$ cat src/rtl/pta_mux_pkg.sv
package pta_mux_pkg;
  localparam int unsigned WIN_W = 5;

  typedef enum logic [1:0] {
    PH_IDLE = 2'd0,
    PH_PRI  = 2'd1,
    PH_DIR  = 2'd2
  } phase_e;

  typedef struct packed {
    logic pri;
    logic dir;
    logic three_wire;
  } pkt_t;
endpackage

$ cat src/rtl/pm_rst_sync.sv
module pm_rst_sync #(
  parameter int unsigned STAGES = 2
) (
  input  logic clk_i,
  input  logic rst_ni,
  output logic rst_sync_no
);
  logic [STAGES-1:0] sync_q;

  always_ff @(posedge clk_i or negedge rst_ni) begin
    if (!rst_ni) sync_q <= '0;
    else         sync_q <= {sync_q[STAGES-2:0], 1'b1};
  end

  assign rst_sync_no = sync_q[STAGES-1];
endmodule

$ cat src/rtl/pm_capture.sv
module pm_capture
  import pta_mux_pkg::*;
#(
  parameter int unsigned W = WIN_W
) (
  input  logic         clk_i,
  input  logic         rst_ni,
  input  logic         act_i,
  input  logic         pri_i,
  input  logic         txrx_i,
  input  logic         master_i,
  input  logic         three_wire_i,
  input  logic [W-1:0] win_i,
  output logic         start_o,
  output pkt_t         pkt_o,
  output logic [W-1:0] win_o,
  output logic         mux_en_o
);
  logic         act_q;
  pkt_t         pkt_q, pkt_d;
  logic [W-1:0] win_q, win_d;
  logic         mux_q, mux_d;
  logic         cap_en;

  assign start_o = act_i & ~act_q;
  assign cap_en  = start_o;

  always_comb begin
    pkt_d.pri        = pri_i;
    pkt_d.dir        = txrx_i & master_i;
    pkt_d.three_wire = three_wire_i;
    win_d            = win_i;
    mux_d            = three_wire_i & (win_i != '0);
  end

  always_ff @(posedge clk_i or negedge rst_ni) begin
    if (!rst_ni) begin
      act_q <= 1'b0;
      pkt_q <= '0;
      win_q <= '0;
      mux_q <= 1'b0;
    end else begin
      act_q <= act_i;
      if (cap_en) begin
        pkt_q <= pkt_d;
        win_q <= win_d;
        mux_q <= mux_d;
      end
    end
  end

  assign pkt_o    = pkt_q;
  assign win_o    = win_q;
  assign mux_en_o = mux_d;

  AST_HOLD_FIELDS: assert property (@(posedge clk_i) disable iff (!rst_ni)
    (act_i && act_q) |=> ($stable(pkt_q) && $stable(win_q)));
  AST_WIN_MUX_AGREE: assert property (@(posedge clk_i) disable iff (!rst_ni)
    start_o |=> (mux_q == (pkt_q.three_wire && (win_q != '0))));
endmodule

$ cat src/rtl/pm_window.sv
module pm_window
  import pta_mux_pkg::*;
#(
  parameter int unsigned W = WIN_W
) (
  input  logic         clk_i,
  input  logic         rst_ni,
  input  logic         act_i,
  input  logic         start_i,
  input  logic         mux_en_i,
  input  logic         tick_i,
  input  logic [W-1:0] win_i,
  output phase_e       phase_o
);
  phase_e       phase_q, phase_d;
  logic [W-1:0] cnt_q, cnt_d;
  logic [W-1:0] cnt_inc;

  assign cnt_inc = cnt_q + {{(W-1){1'b0}}, 1'b1};

  always_comb begin
    phase_d = phase_q;
    cnt_d   = cnt_q;
    if (!act_i) begin
      phase_d = PH_IDLE;
      cnt_d   = '0;
    end else if (start_i) begin
      phase_d = mux_en_i ? PH_PRI : PH_DIR;
      cnt_d   = '0;
    end else if (phase_q == PH_PRI && tick_i) begin
      cnt_d = cnt_inc;
      if (cnt_inc == win_i) phase_d = PH_DIR;
    end
  end

  always_ff @(posedge clk_i or negedge rst_ni) begin
    if (!rst_ni) begin
      phase_q <= PH_IDLE;
      cnt_q   <= '0;
    end else begin
      phase_q <= phase_d;
      cnt_q   <= cnt_d;
    end
  end

  assign phase_o = phase_q;

  AST_CNT_BELOW_WIN: assert property (@(posedge clk_i) disable iff (!rst_ni)
    (phase_q == PH_PRI) |-> (cnt_q < win_i));
  AST_NO_EARLY_SWITCH: assert property (@(posedge clk_i) disable iff (!rst_ni)
    (phase_q == PH_PRI && act_i && !start_i && !tick_i) |=> (phase_q == PH_PRI));
  AST_RESTART_CLEAR: assert property (@(posedge clk_i) disable iff (!rst_ni)
    start_i |=> (cnt_q == '0));
  AST_DROP_IDLE: assert property (@(posedge clk_i) disable iff (!rst_ni)
    !act_i |=> (phase_q == PH_IDLE));
endmodule

$ cat src/rtl/pm_pins.sv
module pm_pins
  import pta_mux_pkg::*;
(
  input  phase_e phase_i,
  input  pkt_t   pkt_i,
  input  logic   pri_inv_i,
  input  logic   dir_inv_i,
  output logic   pri_pin_o,
  output logic   stat_pin_o
);
  logic pri_lvl, dir_lvl;

  assign pri_lvl = pkt_i.pri ^ pri_inv_i;
  assign dir_lvl = pkt_i.dir ^ dir_inv_i;

  always_comb begin
    pri_pin_o  = pri_inv_i;
    stat_pin_o = dir_inv_i;
    unique case (phase_i)
      PH_PRI: stat_pin_o = pri_lvl;
      PH_DIR: begin
        stat_pin_o = dir_lvl;
        if (!pkt_i.three_wire) pri_pin_o = pri_lvl;
      end
      default: ;
    endcase
  end
endmodule

$ cat src/rtl/pta_prio_status_mux.sv
module pta_prio_status_mux
  import pta_mux_pkg::*;
#(
  parameter int unsigned W = WIN_W
) (
  input  logic         clk_i,
  input  logic         rst_ni,
  input  logic         tick_us_i,
  input  logic         act_i,
  input  logic         pri_i,
  input  logic         txrx_i,
  input  logic         master_i,
  input  logic         three_wire_i,
  input  logic [W-1:0] win_us_i,
  input  logic         pri_inv_i,
  input  logic         dir_inv_i,
  output logic         pri_pin_o,
  output logic         stat_pin_o
);
  logic         rst_n;
  logic         start;
  logic         mux_en;
  pkt_t         pkt;
  logic [W-1:0] win;
  phase_e       phase;

  pm_rst_sync #(.STAGES(2)) u_rst (
    .clk_i(clk_i), .rst_ni(rst_ni), .rst_sync_no(rst_n)
  );

  pm_capture #(.W(W)) u_cap (
    .clk_i(clk_i), .rst_ni(rst_n), .act_i(act_i), .pri_i(pri_i),
    .txrx_i(txrx_i), .master_i(master_i), .three_wire_i(three_wire_i),
    .win_i(win_us_i), .start_o(start), .pkt_o(pkt), .win_o(win),
    .mux_en_o(mux_en)
  );

  pm_window #(.W(W)) u_win (
    .clk_i(clk_i), .rst_ni(rst_n), .act_i(act_i), .start_i(start),
    .mux_en_i(mux_en), .tick_i(tick_us_i), .win_i(win), .phase_o(phase)
  );

  pm_pins u_pins (
    .phase_i(phase), .pkt_i(pkt), .pri_inv_i(pri_inv_i),
    .dir_inv_i(dir_inv_i), .pri_pin_o(pri_pin_o), .stat_pin_o(stat_pin_o)
  );

  AST_IDLE_LEVELS: assert property (@(posedge clk_i) disable iff (!rst_n)
    !act_i |=> (pri_pin_o == pri_inv_i && stat_pin_o == dir_inv_i));
  AST_3W_PRI_QUIET: assert property (@(posedge clk_i) disable iff (!rst_n)
    (start && three_wire_i) |=> (pri_pin_o == pri_inv_i));
  AST_4W_PRI_DRIVEN: assert property (@(posedge clk_i) disable iff (!rst_n)
    (start && !three_wire_i) |=> (pri_pin_o == ($past(pri_i) ^ pri_inv_i)));
endmodule

$ cat config.mk
export PLATFORM = sky130hd
export DESIGN_NAME = pta_prio_status_mux
export DESIGN_NICKNAME = d
export VERILOG_FILES = /design/src/rtl/pta_mux_pkg.sv /design/src/rtl/pm_rst_sync.sv /design/src/rtl/pm_capture.sv /design/src/rtl/pm_window.sv /design/src/rtl/pm_pins.sv /design/src/rtl/pta_prio_status_mux.sv
export SDC_FILE = /design/constraint.sdc
export NUM_CORES = 1
export LEC_CHECK = 0
export BUFFER_PORTS_ARGS = -buffer_cell sky130_fd_sc_hd__buf_2
export CAP_MARGIN = 20
export CORE_AREA = 3 3 49 51
export DETAILED_ROUTE_END_ITERATION = 6
export DIE_AREA = 0 0 52 54
export GPL_ROUTABILITY_DRIVEN = 1
export PLACE_DENSITY_LB_ADDON = 0.05
export SLEW_MARGIN = 30
export SYNTH_ARGS = -nofsm -noshare
export SYNTH_HDL_FRONTEND = slang
export SYNTH_SLANG_ARGS = --single-unit
$ cat constraint.sdc
create_clock -name clk_i -period 1.48 [get_ports clk_i]
set_input_delay 0.222 -clock clk_i [delete_from_list [all_inputs] [get_ports clk_i]]
set_output_delay 0.222 -clock clk_i [all_outputs]
set_load 0.02 [all_outputs]
Yosys cells after proc, flatten, opt, wreduce, memory -nomap -nowiden
Index checks and enable logic that the tools add are counted.
Operators by class
  $add $sub $neg: 1
  equality and inequality tests: 5
  muxes and demuxes: 11
  bitwise logic cells: 6
  reduce and logical (&&, ||, !) cells: 3
Operator list (number)
  5-bit two-way mux: 3
  2-bit two-way mux: 5
  3-bit by 1-bit inequality test with 1-bit output, second input constant: 2
  5-bit by 1-bit adder with 5-bit output, second input constant: 1
  5-bit equality test: 1
  5-bit nonzero test: 1
  1-bit bitwise AND: 3
  2-bit by 1-bit equality test with 1-bit output, second input constant: 1
  2-bit equality test, second input constant: 1
  1-bit two-way mux: 2
  1-bit case mux with 2 select lines: 1
  2-bit AND reduction: 1
  1-bit bitwise XOR: 2
  1-bit logical AND: 1
  1-bit inverter: 1
Word-level totals
  flip-flop bits (word level): 18
  output and inout bits: 2

Depth between registers and ports, before layout
  word-level depth: 6
  mapped depth: 6

Cells and area by module
Synthesis repeated with hierarchy kept, for this count alone.
Second synthesis, totals
  cell total of the unflattened synthesis: 91
  area total of the unflattened synthesis: 954.7 sq um
By module, submodules not included
  pm_window: times used 1, cells each 50, area an instance 457.9 sq um
  pm_capture: times used 1, cells each 24, area an instance 351.6 sq um
  pm_pins: times used 1, cells each 14, area an instance 91.3 sq um
  pm_rst_sync: times used 1, cells each 3, area an instance 53.8 sq um

Least setup slack after synthesis
Ideal clock, no wire load.
  kind: reg-to-reg
  start point: register u_win.cnt_q[0]
  end point: register u_win.phase_q[0] (netlist: u_win.phase_o[0])
  library setup time: 0.121 ns
  arrival: 1.248 ns
  slack: 0.111 ns
  stages on the path, launching flop included: 6
  buffers on the path: 0
  period minus slack after synthesis: 1.369 ns
  cells stage by stage: dfrtp_1 > ha_1 > xor2_1 > nor3_1 > nand4_1 > o2bb2ai_1
Between the ends
  word-level cells in the longest chain between the ends: 4
RTL lines
  from (decl): line pm_window.sv:16  | logic [W-1:0] cnt_q, cnt_d;
  from (signal assigned): line pm_window.sv:42  | cnt_q <= cnt_d;
  5-bit by 1-bit adder with 5-bit output: line pm_window.sv:19  | assign cnt_inc = cnt_q + {{(W-1){1'b0}}, 1'b1};
  5-bit equality test: line pm_window.sv:32  | if (cnt_inc == win_i) phase_d = PH_DIR;
  3-bit by 1-bit inequality test with 1-bit output (no line)
  2-bit AND reduction (no line)
  to (signal assigned): line pm_window.sv:41  | phase_q <= phase_d;
  to (decl): line pm_window.sv:15  | phase_e phase_q, phase_d;
No other way between the ends.
A chain may end at the register's enable or synchronous reset.

Worst setup path after layout
  start point: register u_win.phase_q[1] (netlist: u_win.phase_o[1])
  end point: output port stat_pin_o
Between the ends
  word-level cells in the longest chain between the ends: 2
RTL lines
  2-bit equality test / 2-bit by 1-bit equality test with 1-bit output (equally long branches): line pm_pins.sv:19  | unique case (phase_i)
  1-bit case mux with 2 select lines *: line pm_pins.sv:19
  to (decl): line pta_prio_status_mux.sv:18  | output logic stat_pin_o
Mark *: on every way between the ends. The rest lies on a longest branch, timed or not.

==> qor.csv <==
stage,metric,value,unit
placement,dpl cells,127,
die,I/O Pins,17,
die,Die Span Y,54,um
yosys,warnings from Yosys,0,
power,Switching Share,25.0,%
cts,Clock Pin Slew Worst Setup and Hold Paths,0.10,ns
timing,max-slew violation count,0,
finish,Layout area overhead,29.4,%
drt,final WL,1760,um
yosys,Compound-Gate Fraction of Synth Area,8.37,%
worst_hold_path,path category of the worst min-delay check,primary input to register,
die,Die Width,52,um
global_route,largest net degree at the start of global routing,17,
setup_path,Critical path origin,u_win.phase_o[1],
timing,final hold viol count,0,
timing,worst setup margin,-0.201,ns
setup_path,CP arrival,1.46,ns
placement,pre-CTS WS,0.0448,ns
global_route,first-pass GRT wire length,2720,um
finish,Final #Nets,127,
yosys,mux cell area share after synthesis,8.94,%
global_route,vias in the first global route,628,
finish,"most common cell after layout, fill and taps aside",dfrtp_1,
cts,CTS tree,built,
yosys,sequential element share of the synthesized area,51.1,%
cts,H-tree depth,1,
setup_path,Worst R2R Path Depth,5,
setup_path,CP Capture Type,output port,
setup_path,worst stage delay on the critical path,0.38,ns
power,Seq pwr share,54.0,%
finish,Final Non-Filler Cells,135,
setup_path,crit path buf inv count,3,
power,pwr dens,909,nW/um2
placement,DP Area,1020,um2
timing,Final min period,1.68,ns
yosys,post-synthesis simple-gate area fraction,12.3,%
finish,final design instance area without fill,1140,um2
placement,RD Place Congestion,0.827,
power,peak supply drop,0.000677,V
yosys,Syn Nets,99,
setup_path,CP top delay family,flip-flops,
setup_path,CP Max Fanout,3,
finish,fill count,175,
power,Leak Pwr,0.504,nW
status,violated checks,setup timing,
drt,DRC Markers,0,
yosys,syn avg cell area,10.9,um2
flow_run,max cap viols,0,
timing,final hold slack,0.0863,ns
setup_path,"Data required, critical path",1.26,ns
setup_path,critical path class,register to output port,
cts,CTS Buf Count,3,
cts,Root Buffer,clkbuf_4,
die,Starting Density,44.5,%
global_route,initial antenna violation count,0,
die,CORE AREA,1980,um2
yosys,Synth Register Bits,18,
drt,post-route ant nets,0,
die,area of the die,2810,um2
timing,Setup Skew,0.00759,ns
power,Pwr Total,1.04,mW
placement,hpwl dp,1250,um
global_route,grt ovf,0,
drt,via-per-instance ratio,4.93,
yosys,Post-Synthesis Cell Area,882,um2
drt,via count,666,
power,Cell Int Power,0.777,mW
setup_path,Worst Setup Start Kind,register,
timing,fmax,0.595,GHz
yosys,library cells used by synthesis,24,
cts,Clock Path Buffers,2,
yosys,Post-Synth XOR/XNOR Area,11.9,%
finish,antenna diode count,0,
timing,Final setup viols,2,
cts,clk_lat worst skew,0.29,ns
worst_hold_path,worst hold stages,1,
setup_path,Critical R2R Launch,u_win.cnt_q[1],
worst_hold_path,HP Start,act_i,
yosys,Synth Area in Adders,4.26,%
setup_path,cell mode on critical path,buf_4,
setup_path,Reg-to-Reg End,u_win.phase_o[0],
global_route,GR Util All Layers,13.3,%
finish,"commonest non-fill, non-tap cells in the layout","dfrtp_1, buf_2, buf_4",
setup_path,internal reg-to-reg setup slack,0.01,ns
die,Rows,16,
finish,share of layout cells above drive strength 1,40.7,%
setup_path,Critical Path Slowest Stage Cell,dfrtp_1,
power,Switch Pwr,0.260,mW
drt,1st-iter DRT viols,5,
yosys,main combinational cell family by area after synthesis,simple AND/OR/NAND/NOR gates,
setup_path,"critical path, cell by cell",inv_2 -> ha_2 -> buf_4 -> a32oi_1 -> o22ai_1 -> buf_4,
placement,Buffers on Ports,16,
drt,DR pass1 iterations,4,
power,clock share of power,28.5,%
timing,post-route clock period utilization,114,%
worst_hold_path,hold path endpoint,u_cap.act_q,
power,Comb power frac,17.5,%
drt,routed length per instance,13.0,um
yosys,Post-Synthesis Cells,81,
timing,RSZ-0062 raised after global routing,yes,
cts,Sink Count,18,
status,run status,"finished, violations left",
==> synth_stat cells <==
cell	n	share of area (%)
dfrtp_1	18	51
mux2_2	7	8.9
nand2_1	7	3.0
xnor2_1	6	6.0
xor2_1	6	6.0
inv_1	5	2.1
a21oi_1	4	2.3
nand3_1	4	2.3
nor2_1	4	1.7
ha_1	3	4.3
o21ai_0	3	1.7
or3_1	2	1.4
a31oi_1	1	0.71
a32oi_1	1	0.99
buf_2	1	0.57
conb_1	1	0.43
nand2b_1	1	0.71
nand4_1	1	0.71
nor2b_1	1	0.71
nor3_1	1	0.57
o21ai_2	1	0.99
o22ai_1	1	0.71
o2bb2ai_1	1	0.99
or4_4	1	1.3
==> sequential cells by signal (all words and copies together) (netlist names) <==
name,count
u_win.phase_o,2
u_cap.pkt_o,3
u_cap.act_q,1
u_rst.sync_q,2
u_win.cnt_q,5
u_cap.win_o,5
==> per-stage QoR <==
step | setup TNS [ns] | util (%)
floorplan | 0 | -
global placement | 0 | 51.5
detailed placement | 0 | 51.5
CTS | -0.380 | 55.2
global route | -0.681 | 57.6
finish | -0.344 | 57.6
==> how the worst max path moves through the flow <==
stage | end | slack (ns) | cells past startpoint
after floorplan | u_win.phase_o[0] | 0.11 | 5
after global placement | u_win.phase_o[0] | 0.11 | 5
after detailed placement | u_win.phase_o[0] | 0.04 | 5
after CTS | stat_pin_o | -0.20 | 5
after global routing | stat_pin_o | -0.29 | 6
final | stat_pin_o | -0.20 | 6
==> layout make-up <==
cell class                 count  area, um2  share of cell area [%]
multi-input combinational     57        454                    39.8
sequential                    18        450                    39.5
timing repair buffer          24        148                    12.9
clock buffer                   4       36.3                    3.18
tap                           27       33.8                    2.96
inverter                       5       18.8                    1.64
==> power by group through the flow <==
stage | clock network, mW | logic, mW | registers [mW]
floorplan | 0 | 0.103 | 0.566
global placement | 0 | 0.159 | 0.567
detailed placement | 0 | 0.161 | 0.568
CTS | 0.309 | 0.175 | 0.558
global route | 0.330 | 0.202 | 0.564
finish | 0.296 | 0.181 | 0.560
==> cell families (layout without fill, tap and decap cells) <==
family | count (synthesis) | after routing
mux | 7 | 7
flops | 18 | 18
fa+ha+maj | 3 | 3
buf+inv | 6 | 33
compound gates | 12 | 12
other cells | 1 | 1
xor+xnor | 12 | 12
simple gates | 22 | 22
==> metal layers <==
| layer | GRT usage, % | vias up | share of wire, % |
|---|---|---|---|
| li1 | - | 328 | - |
| met1 | 18.0 | 310 | 46 |
| met2 | 19.5 | 24 | 47 |
| met3 | 4.43 | 4 | 4.6 |
| met4 | 5.24 | 0 | 2.0 |
| met5 | 0 | - | 0 |
==> timing repair <==
action                                  CTS  global route
setup buffers                             1             2
hold buffers                              1             0
gates resized for setup                   7             4
endpoints found under the setup margin    2             4
pin swaps                                 5             8
endpoints found under the hold margin     2             0
Note: power is estimated with default switching activity, not from simulation.
